<file path="src/rtl/epw_pkg.sv">
package epw_pkg;

  localparam int EPW_ADDR_W     = 12;
  localparam int EPW_PAGE_BYTES = 32;
  localparam int EPW_DATA_W     = 8;

  typedef enum logic [1:0] {
    EPW_IDLE    = 2'd0,
    EPW_COLLECT = 2'd1,
    EPW_PROG    = 2'd2
  } epw_state_t;

endpackage

</file>
<file path="src/rtl/epw_offset_seq.sv">
module epw_offset_seq #(
  parameter int ADDR_W     = 12,
  parameter int PAGE_BYTES = 32,
  localparam int OFF_W     = $clog2(PAGE_BYTES),
  localparam int PAGE_W    = ADDR_W - OFF_W
) (
  input  logic                  clk,
  input  logic                  rst_n,
  input  logic                  load,
  input  logic [ADDR_W-1:0]     start_addr,
  input  logic                  step,
  output logic [OFF_W-1:0]      cur_off,
  output logic [PAGE_W-1:0]     page,
  output logic [PAGE_BYTES-1:0] loaded,
  output logic                  any_loaded
);

  // offset advance inside one page: the page bits are never touched
  function automatic logic [OFF_W-1:0] bump_off(input logic [OFF_W-1:0] off);
    if (off == OFF_W'(PAGE_BYTES - 1)) return '0;
    return off + OFF_W'(1);
  endfunction

  always_ff @(posedge clk or negedge rst_n) begin
    if (!rst_n) begin
      cur_off <= '0;
      page    <= '0;
    end else if (load) begin
      cur_off <= start_addr[OFF_W-1:0];
      page    <= start_addr[ADDR_W-1:OFF_W];
    end else if (step) begin
      cur_off <= bump_off(cur_off);
    end
  end

  for (genvar i = 0; i < PAGE_BYTES; i++) begin : g_mask
    always_ff @(posedge clk or negedge rst_n) begin
      if (!rst_n)                                 loaded[i] <= 1'b0;
      else if (load)                              loaded[i] <= 1'b0;
      else if (step && cur_off == OFF_W'(i))      loaded[i] <= 1'b1;
    end
  end

  assign any_loaded = |loaded;

endmodule

</file>
<file path="src/rtl/epw_page_latch.sv">
module epw_page_latch #(
  parameter int PAGE_BYTES = 32,
  parameter int DATA_W     = 8,
  localparam int OFF_W     = $clog2(PAGE_BYTES)
) (
  input  logic                         clk,
  input  logic                         rst_n,
  input  logic                         wr,
  input  logic [OFF_W-1:0]             wr_off,
  input  logic [DATA_W-1:0]            wr_data,
  output logic [PAGE_BYTES*DATA_W-1:0] page_flat
);

  for (genvar i = 0; i < PAGE_BYTES; i++) begin : g_slot
    logic [DATA_W-1:0] slot;
    always_ff @(posedge clk or negedge rst_n) begin
      if (!rst_n)                          slot <= '1;
      else if (wr && wr_off == OFF_W'(i))  slot <= wr_data;
    end
    assign page_flat[i*DATA_W +: DATA_W] = slot;
  end

endmodule

</file>
<file path="src/rtl/epw_wtimer.sv">
module epw_wtimer #(
  parameter int WRITE_CYCLES = 1000,
  localparam int CNT_W       = $clog2(WRITE_CYCLES + 1)
) (
  input  logic clk,
  input  logic rst_n,
  input  logic load,
  input  logic run,
  output logic done
);

  logic [CNT_W-1:0] cnt;

  always_ff @(posedge clk or negedge rst_n) begin
    if (!rst_n)                 cnt <= '0;
    else if (load)              cnt <= CNT_W'(WRITE_CYCLES - 1);
    else if (run && cnt != '0)  cnt <= cnt - CNT_W'(1);
  end

  assign done = run && (cnt == '0);

endmodule

</file>
<file path="src/rtl/epw_ctrl.sv">
module epw_ctrl
  import epw_pkg::*;
#(
  parameter int BITCNT_W = 4
) (
  input  logic                clk,
  input  logic                rst_n,
  input  logic                cmd_start,
  input  logic                byte_valid,
  input  logic [BITCNT_W-1:0] bit_count,
  input  logic                stop_strobe,
  input  logic                wp,
  input  logic                low_vdd,
  input  logic                any_loaded,
  input  logic                timer_done,
  output logic                seq_load,
  output logic                accept_byte,
  output logic                timer_load,
  output logic                window_open,
  output logic                collect_kill,
  output logic                commit_ok,
  output logic                commit_kill,
  output logic                busy
);

  epw_state_t state, state_nx;

  logic in_collect, in_prog, has_byte;

  // STOP qualifies only on a byte boundary with data present and supply good
  function automatic logic stop_commits(input logic stop, input logic [BITCNT_W-1:0] bits,
                                        input logic data_seen, input logic supply_low);
    return stop && (bits == '0) && data_seen && !supply_low;
  endfunction

  assign in_collect   = (state == EPW_COLLECT);
  assign in_prog      = (state == EPW_PROG);
  assign has_byte     = any_loaded || byte_valid;

  assign seq_load     = cmd_start && !in_prog;
  assign accept_byte  = in_collect && byte_valid && !cmd_start;
  assign window_open  = in_collect && has_byte;
  assign collect_kill = in_collect && !cmd_start && window_open && wp;
  assign timer_load   = in_collect && !cmd_start && !collect_kill &&
                        stop_commits(stop_strobe, bit_count, has_byte, low_vdd);
  assign commit_kill  = in_prog && wp;
  assign commit_ok    = in_prog && !wp && timer_done;
  assign busy         = in_prog;

  always_comb begin
    state_nx = state;
    unique case (state)
      EPW_IDLE:    if (cmd_start) state_nx = EPW_COLLECT;
      EPW_COLLECT: begin
        if (cmd_start)         state_nx = EPW_COLLECT;
        else if (collect_kill) state_nx = EPW_IDLE;
        else if (timer_load)   state_nx = EPW_PROG;
        else if (stop_strobe)  state_nx = EPW_IDLE;
      end
      EPW_PROG:    if (commit_kill || commit_ok) state_nx = EPW_IDLE;
      default:     state_nx = EPW_IDLE;
    endcase
  end

  always_ff @(posedge clk or negedge rst_n) begin
    if (!rst_n) state <= EPW_IDLE;
    else        state <= state_nx;
  end

endmodule

</file>
<file path="src/rtl/eeprom_page_writer.sv">
module eeprom_page_writer
  import epw_pkg::*;
#(
  parameter int ADDR_W       = EPW_ADDR_W,
  parameter int PAGE_BYTES   = EPW_PAGE_BYTES,
  parameter int DATA_W       = EPW_DATA_W,
  parameter int WRITE_CYCLES = 1000,
  localparam int OFF_W       = $clog2(PAGE_BYTES),
  localparam int PAGE_W      = ADDR_W - OFF_W,
  localparam int BITCNT_W    = $clog2(DATA_W + 1),
  localparam int FLAT_W      = PAGE_BYTES * DATA_W
) (
  input  logic                  clk,
  input  logic                  rst_n,
  input  logic                  cmd_start,
  input  logic [ADDR_W-1:0]     cmd_addr,
  input  logic                  byte_valid,
  input  logic [DATA_W-1:0]     byte_data,
  input  logic [BITCNT_W-1:0]   bit_count,
  input  logic                  stop_strobe,
  input  logic                  wp,
  input  logic                  low_vdd,
  output logic                  busy,
  output logic                  arr_we,
  output logic [PAGE_W-1:0]     arr_page,
  output logic [PAGE_BYTES-1:0] arr_mask,
  output logic [FLAT_W-1:0]     arr_data
);

  logic              seq_load, accept_byte, timer_load, timer_done;
  logic              window_open, collect_kill, commit_ok, commit_kill;
  logic              any_loaded;
  logic [OFF_W-1:0]  cur_off;
  logic [FLAT_W-1:0] latch_flat;

  // undefined-contents stand-in used on a forced end
  function automatic logic [FLAT_W-1:0] poison_page();
    return {FLAT_W{1'b1}};
  endfunction

  epw_ctrl #(.BITCNT_W(BITCNT_W)) u_ctrl (
    .clk          (clk),
    .rst_n        (rst_n),
    .cmd_start    (cmd_start),
    .byte_valid   (byte_valid),
    .bit_count    (bit_count),
    .stop_strobe  (stop_strobe),
    .wp           (wp),
    .low_vdd      (low_vdd),
    .any_loaded   (any_loaded),
    .timer_done   (timer_done),
    .seq_load     (seq_load),
    .accept_byte  (accept_byte),
    .timer_load   (timer_load),
    .window_open  (window_open),
    .collect_kill (collect_kill),
    .commit_ok    (commit_ok),
    .commit_kill  (commit_kill),
    .busy         (busy)
  );

  epw_offset_seq #(.ADDR_W(ADDR_W), .PAGE_BYTES(PAGE_BYTES)) u_seq (
    .clk        (clk),
    .rst_n      (rst_n),
    .load       (seq_load),
    .start_addr (cmd_addr),
    .step       (accept_byte),
    .cur_off    (cur_off),
    .page       (arr_page),
    .loaded     (arr_mask),
    .any_loaded (any_loaded)
  );

  epw_page_latch #(.PAGE_BYTES(PAGE_BYTES), .DATA_W(DATA_W)) u_latch (
    .clk       (clk),
    .rst_n     (rst_n),
    .wr        (accept_byte),
    .wr_off    (cur_off),
    .wr_data   (byte_data),
    .page_flat (latch_flat)
  );

  epw_wtimer #(.WRITE_CYCLES(WRITE_CYCLES)) u_timer (
    .clk   (clk),
    .rst_n (rst_n),
    .load  (timer_load),
    .run   (busy),
    .done  (timer_done)
  );

  assign arr_we   = commit_ok || commit_kill;
  assign arr_data = commit_kill ? poison_page() : latch_flat;

endmodule

</file>
<file path="config.mk">
export PLATFORM = sky130hd
export DESIGN_NAME = eeprom_page_writer
export DESIGN_NICKNAME = d
export VERILOG_FILES = /design/src/rtl/epw_pkg.sv /design/src/rtl/epw_offset_seq.sv /design/src/rtl/epw_page_latch.sv /design/src/rtl/epw_wtimer.sv /design/src/rtl/epw_ctrl.sv /design/src/rtl/eeprom_page_writer.sv
export SDC_FILE = /design/constraint.sdc
export NUM_CORES = 1
export LEC_CHECK = 0
export ABC_AREA = 0
export BUFFER_PORTS_ARGS = -buffer_cell sky130_fd_sc_hd__buf_4
export CAP_MARGIN = 20
export CORE_MARGIN = 5
export CORE_UTILIZATION = 30
export DETAILED_ROUTE_END_ITERATION = 7
export SYNTH_ARGS = -nofsm -noshare
export SYNTH_HDL_FRONTEND = slang
export SYNTH_SLANG_ARGS = --single-unit
</file>
<file path="constraint.sdc">
create_clock -name clk -period 4.7 [get_ports clk]
set_clock_uncertainty 0.15 [all_clocks]
set_input_delay 1.41 -clock clk [delete_from_list [all_inputs] [get_ports clk]]
set_output_delay 1.41 -clock clk [all_outputs]
set_load 0.01 [all_outputs]
</file>
-- Word-level counts from Yosys, hierarchy flattened
Index checks and enable logic that the tools add are counted.
- output and inout bits: 297
- register bits after elaboration: 312
- add/subtract/negate cells: 2
- mux-type cells: 81
- reductions and logical operators: 97
- equality and inequality tests: 36
- operators with widths (kind ; number):
    two-way mux 256 bit ; 1
    equality test 5 bit (second input constant) ; 16
    nonzero test 2 bit ; 34
    two-way mux 1 bit ; 67
    logical AND 1 bit ; 49
    equality test 5 x 4 -> 1 bit (second input constant) ; 8
    OR reduction 32 bit ; 1
    equality test 5 x 3 -> 1 bit (second input constant) ; 4
    two-way mux 10 bit ; 2
    two-way mux 5 bit ; 4
    two-way mux 2 bit ; 6
    equality test 5 x 2 -> 1 bit (second input constant) ; 2
    zero test 10 bit ; 1
    nonzero test 10 bit ; 1
    subtractor 10 x 1 -> 10 bit (second input constant) ; 1
    one-hot mux 2 bit (3 select lines) ; 1
    adder 5 x 1 -> 5 bit (second input constant) ; 1
    equality test 5 x 1 -> 1 bit (second input constant) ; 1
    zero test 1 bit ; 5
    zero test 5 bit ; 1
    inequality test 5 x 4 -> 1 bit (second input constant) ; 1
    zero test 4 bit ; 1
    inequality test 2 bit (second input constant) ; 2
    AND reduction 3 bit ; 1
    other kinds (4) ; 5

-- Longest topological paths before layout
- depth after elaboration: 12
- gate-level depth with buffers: 8

-- Cells and area by module
From an unflattened synthesis, not the netlist that was laid out.
- cell total of the unflattened synthesis: 1139
- area total of the unflattened synthesis: 14654.1 µm²
- modules (own cells, without submodules) (module ; cells an instance ; seq. area each (µm²) ; area each (µm²) ; instances):
    epw_page_latch ; 594 ; 6726.5 ; 10039.6 ; 1
    epw_offset_seq ; 179 ; 1101.1 ; 1950.6 ; 1
    eeprom_page_writer ; 285 ; 0.0 ; 1904.3 ; 1
    epw_wtimer ; 61 ; 250.2 ; 599.3 ; 1
    epw_ctrl ; 20 ; 50.0 ; 160.2 ; 1

-- Least setup slack after synthesis
OpenSTA, ideal clock, no wires.
- path type: input to output
- start: input port wp
- end: output port arr_data[219]
- path buffers: 2
- required time: 3.140 ns
- arrival time: 2.339 ns
- setup slack: 0.801 ns
- stages on the path: 4
- path through: nand2_1 > clkbuf_1 > clkbuf_1 > or2b_1
- word-level cells in the longest chain between the ends: 2
- ends and longest elaborated chain (item ; line ; source):
    start: declaration ; eeprom_page_writer.sv:21 ; input logic wp,
    logical AND 1 bit ; epw_ctrl.sv:46 ; assign commit_kill = in_prog && wp;
    two-way mux 256 bit ; eeprom_page_writer.sv:92 ; assign arr_data = commit_kill ? poison_page() : latch_flat;
    end: declaration ; eeprom_page_writer.sv:27 ; output logic [FLAT_W-1:0] arr_data
No other way between the ends.

-- Final worst setup path
- start: input port wp
- end: output port arr_data[98]
The elaborated chain is that of the path after synthesis.

==> results.md <==
- Setup repair after global routing left no endpoint under its margin.
- STA puts the critical path data required time at 3.14 ns.
- The register-to-register setup slack is roughly 1.7 ns.
- For the worst setup path, the data arrival time is ~2.5 ns.
- The number of vias per cell is between 4 and 5.
- Post-CTS repair changed the size of 0 cells.
- The floorplan die width is 229 um.
- The ratio of cells with drive above 1 in the final layout is 0.650.
- By area, the combinational part of the netlist is dominated by multiplexers.
- The mapped netlist covers around 14,000 um2.
- In the routed design, unresolved DRC markers number 0.
- The clock passes through at most 3 buffers.
- In the finished design, the share of the clock period the worst path needs comes to 0.863.
- For this block, the initial DRC count from the detailed router was roughly 440.
- The tightest min-delay check is of the reg -> reg type.
- The setup-violating endpoint count in the final report is 0.
- The post-synthesis async set-or-reset flop share is 1.00.
- Once placement completed, the tool counted placed cells totaling around 2,000.
- For this run, the register share of the synthesized area comes to 0.567.
- The clock-pin slew on the worst setup and hold paths is 0.06 ns.
- The first global-routing pass estimated about 66 mm of wire.
- The proportion of synthesized area in mux cells is 0.201.
- In this run the critical register-to-register path is launched from u_ctrl.state[1]$_DFFE_PN0P_.
- The CTS root buffer is sky130_fd_sc_hd__clkbuf_16.
- The most common cell after layout, fill and taps aside is sky130_fd_sc_hd__buf_4.
- For this design the ratio of total power to cell area is a little over 400 nW/um2.
- Of the total synthesized cell area, the portion taken by full adders, half adders and majority gates is 0.00611.
- The number of enable-type register cells in the synthesized netlist is 0.
- The total number of yosys warnings is 0.
- Compared with the post-synthesis result, the final layout area differs by 30.3%.
- The post-synthesis area per instance is around 13 um2.
- The floorplan step defined a die boundary enclosing approximately 52,000 um2.
- The clock latency on the worst-skew pair is 0.54 ns.
- The hold-critical path depth is 2.
- Among all flip-flop cells after synthesis, the most frequent one is sky130_fd_sc_hd__dfstp_2.
- The starting utilization of the core area is 0.302.
- The final max-slew violation count is 0.
- The count of buffers inserted at the top-level ports is ~330.
- The critical-path maximum fanout is a little over 80.
- Entering global routing, the biggest net connects around 110 pins.
- The per-cell routed wire length is roughly 21 um.
- Excluding fillers, the count of instances in the completed layout stands at about 2,100.
- In this run the critical register-to-register path is captured at u_latch.g_slot[29].slot[2]$_DFFE_PN1P_.
- At the end of the flow the core is filled with cells to 0.393.
- Across the VDD grid, the largest voltage drop is between 200 and 250 uV.
- The kind of critical path is in -> out.
- The synthesized-area fraction occupied by xor and xnor cells is 0.00122.
- The weighted congestion at the end of routability-driven global placement is 0.764.
- The number of distinct library cell variants in the gate-level netlist after synthesis is 50.
- The run finished with clean final reports.
- Of the total synthesized cell area, the portion taken by AND, OR, NAND and NOR gates is 0.171.
- The synthesized-area fraction occupied by ao, oa, aoi and oai cells is 0.0246.
- The number of inserted filler cells in the final layout is around 4,600.
- After global routing the overflow that remains totals 0.
- The initial antenna violation count came to 0.
- The kind of capture point of the worst setup path is a primary output.
- The detail route stage leaves a number of antenna-violating nets equal to 0.
- The static power due to leakage is between 0.009 and 0.01 uW.
- The overall fraction of global-route tracks in use is 0.163.
- The number of nets in the synthesized netlist is 1,167.
- The final-stage net count is 1,477.
- For the final routed database, the setup TNS stands at 0 ns.
- Clock tree synthesis found a total of roughly 310 sinks.
- After floorplanning, the core was sized to cover 47,500 um2.
- The via count is ~9,700.
- The worst min-delay path startpoint is u_seq.page[0]$_DFFE_PN0P_.
- The final wirelength is about 43 mm.
- The number of hold buffers added after CTS was 0.
- Pin placement for this block handled ~330 I/O pins.
- The die is roughly 230 um tall.
- The path depth of the worst reg2reg path is 5.
- The synthesized instance count is ~1,100.
- The row count is 80.
- After layout, the minimum clock period comes to 4.06 ns.
- The start point of the critical path is wp.
- The number of CTS-inserted buffers is 36.
- At the pin with the least slew margin, the transition time is 1.05 ns.
- STA classifies the critical path startpoint as an input port.
- Once detailed placement completed, the half-perimeter wirelength came to 29.6 mm.
- The clock tree from TritonCTS is built.
- The first detailed-routing pass ran for 5 iterations.
- The highest clock rate is roughly 0.25 GHz.
- The number of hold violations in the final report is 0.
- The total of max-cap violations is 0.
- The top cell types in the final layout, fill and taps aside, are 343 x sky130_fd_sc_hd__buf_4, 256 x sky130_fd_sc_hd__mux2_2, 256 x sky130_fd_sc_hd__dfstp_2.
- The number of post-CTS setup repair buffers is 0.
- The end of the worst hold path is u_seq.page[0]$_DFFE_PN0P_.
- The maximum level of the CTS H-tree is 2.
- Synthesis inferred 312 register bits.
- The worst slack on hold paths is around 0.33 ns.
- The via count of the first global-routing pass came to just over 10,000.
- Headroom to the max-slew limit came out at 0.295.
stage by stage:
step / area, um2 / total power [uW] / worst slack, ns
after global routing: 18700 / 8020 / 0.519
after global placement: 17500 / 4860 / 0.624
after CTS: 18700 / 7780 / 0.609
after detailed placement: 17500 / 4890 / 0.620
final: 18700 / 7640 / 0.642
after floorplan: 14300 / 4110 / 0.801
worst max path at each step:
stage / to / depth (start not counted)
2_1_floorplan: arr_data[219] / 4
3_3_place_gp: arr_data[98] / 6
3_5_place_dp: arr_data[98] / 6
4_1_cts: arr_we / 7
5_1_grt: arr_we / 7
6_report: arr_data[98] / 6
cells in the mapped netlist, types with 2 or more instances:
| cell | instances | share of area |
|---|---|---|
| sky130_fd_sc_hd__buf_4 | 2 | 0.0010 |
| sky130_fd_sc_hd__nand2b_1 | 254 | 0.11 |
| sky130_fd_sc_hd__nand3_1 | 7 | 0.0024 |
| sky130_fd_sc_hd__dfstp_2 | 256 | 0.47 |
| sky130_fd_sc_hd__o21ai_0 | 11 | 0.0038 |
| sky130_fd_sc_hd__clkbuf_1 | 64 | 0.017 |
| sky130_fd_sc_hd__a21oi_1 | 31 | 0.011 |
| sky130_fd_sc_hd__nand3_2 | 20 | 0.014 |
| sky130_fd_sc_hd__nor4_4 | 2 | 0.0030 |
| sky130_fd_sc_hd__buf_1 | 2 | 0.00052 |
| sky130_fd_sc_hd__nor4b_1 | 2 | 0.0012 |
| sky130_fd_sc_hd__inv_1 | 31 | 0.0081 |
| sky130_fd_sc_hd__nor3_1 | 4 | 0.0014 |
| sky130_fd_sc_hd__o211ai_1 | 3 | 0.0016 |
| sky130_fd_sc_hd__o21a_1 | 4 | 0.0021 |
| sky130_fd_sc_hd__or4_1 | 6 | 0.0031 |
| sky130_fd_sc_hd__nor2b_1 | 3 | 0.0013 |
| sky130_fd_sc_hd__nor4_1 | 8 | 0.0035 |
| sky130_fd_sc_hd__and4_1 | 2 | 0.0012 |
| sky130_fd_sc_hd__ha_1 | 7 | 0.0061 |
| sky130_fd_sc_hd__or2_2 | 2 | 0.00087 |
| sky130_fd_sc_hd__nor2_1 | 15 | 0.0039 |
| sky130_fd_sc_hd__a31oi_1 | 2 | 0.00087 |
| sky130_fd_sc_hd__or3_1 | 4 | 0.0017 |
| sky130_fd_sc_hd__nand2_1 | 35 | 0.0092 |
| sky130_fd_sc_hd__or2b_1 | 4 | 0.0021 |
| sky130_fd_sc_hd__nand4_1 | 6 | 0.0026 |
| sky130_fd_sc_hd__mux2_2 | 256 | 0.20 |
| sky130_fd_sc_hd__o31ai_1 | 3 | 0.0016 |
| sky130_fd_sc_hd__dfrtp_1 | 56 | 0.098 |
| sky130_fd_sc_hd__nor3b_1 | 2 | 0.0010 |
| sky130_fd_sc_hd__buf_2 | 7 | 0.0024 |
sequential cells by signal (all words and copies together), names as in the netlist:
signal,count
u_timer.cnt,10
u_latch.g_slot.slot,256
u_seq.cur_off,5
u_seq.loaded,32
u_ctrl.state,2
u_seq.page,7
layer usage:
metal | track usage | up-vias | wire length (um) | share of wire
li1 | - | 4428 | - | -
met1 | 0.218 | 4958 | 19400 | 0.45
met2 | 0.263 | 256 | 20500 | 0.47
met3 | 0.0448 | 54 | 2750 | 0.063
met4 | 0.0424 | 0 | 835 | 0.019
met5 | 0 | - | 0 | 0
final cells by class:
class                           instances  area [um2]  share of cell area
Clock inverter                         13         128             0.00683
Tap cell                              615         769              0.0412
Antenna cell                            2        5.00            0.000268
Multi-Input combinational cell        709        5810               0.311
Clock buffer                           51        1060              0.0567
Inverter                               32         120             0.00643
Sequential cell                       312        8130               0.435
Timing Repair Buffer                  348        2670               0.143
worst max-delay path, stage by stage:
cell and delay [ns]:
sky130_fd_sc_hd__buf_4 0.14, sky130_fd_sc_hd__nand2_4 0.10, sky130_fd_sc_hd__buf_12 0.18, sky130_fd_sc_hd__buf_12 0.30, sky130_fd_sc_hd__nand2b_1 0.14, sky130_fd_sc_hd__buf_4 0.17
kinds of logic (layout without fill, tap and decap cells):
kind of cell / count (synthesis) / count (layout)
multiplexers: 256 / 256
other: 0 / 2
buffers and inverters: 108 / 444
AO/OA/AOI/OAI: 59 / 59
AND/OR/NAND/NOR: 385 / 385
adder cells (fa/ha/maj): 7 / 7
flip-flops: 312 / 312
XOR/XNOR: 2 / 2
report_power, final:
group | switching [uW] | leakage [uW] | internal (uW)
Sequential | 168 | 0.00336 | 3220
Combinational | 654 | 0.00525 | 780
Clock | 1130 | 0.000588 | 1680
Power figures use the tool's default switching activity.
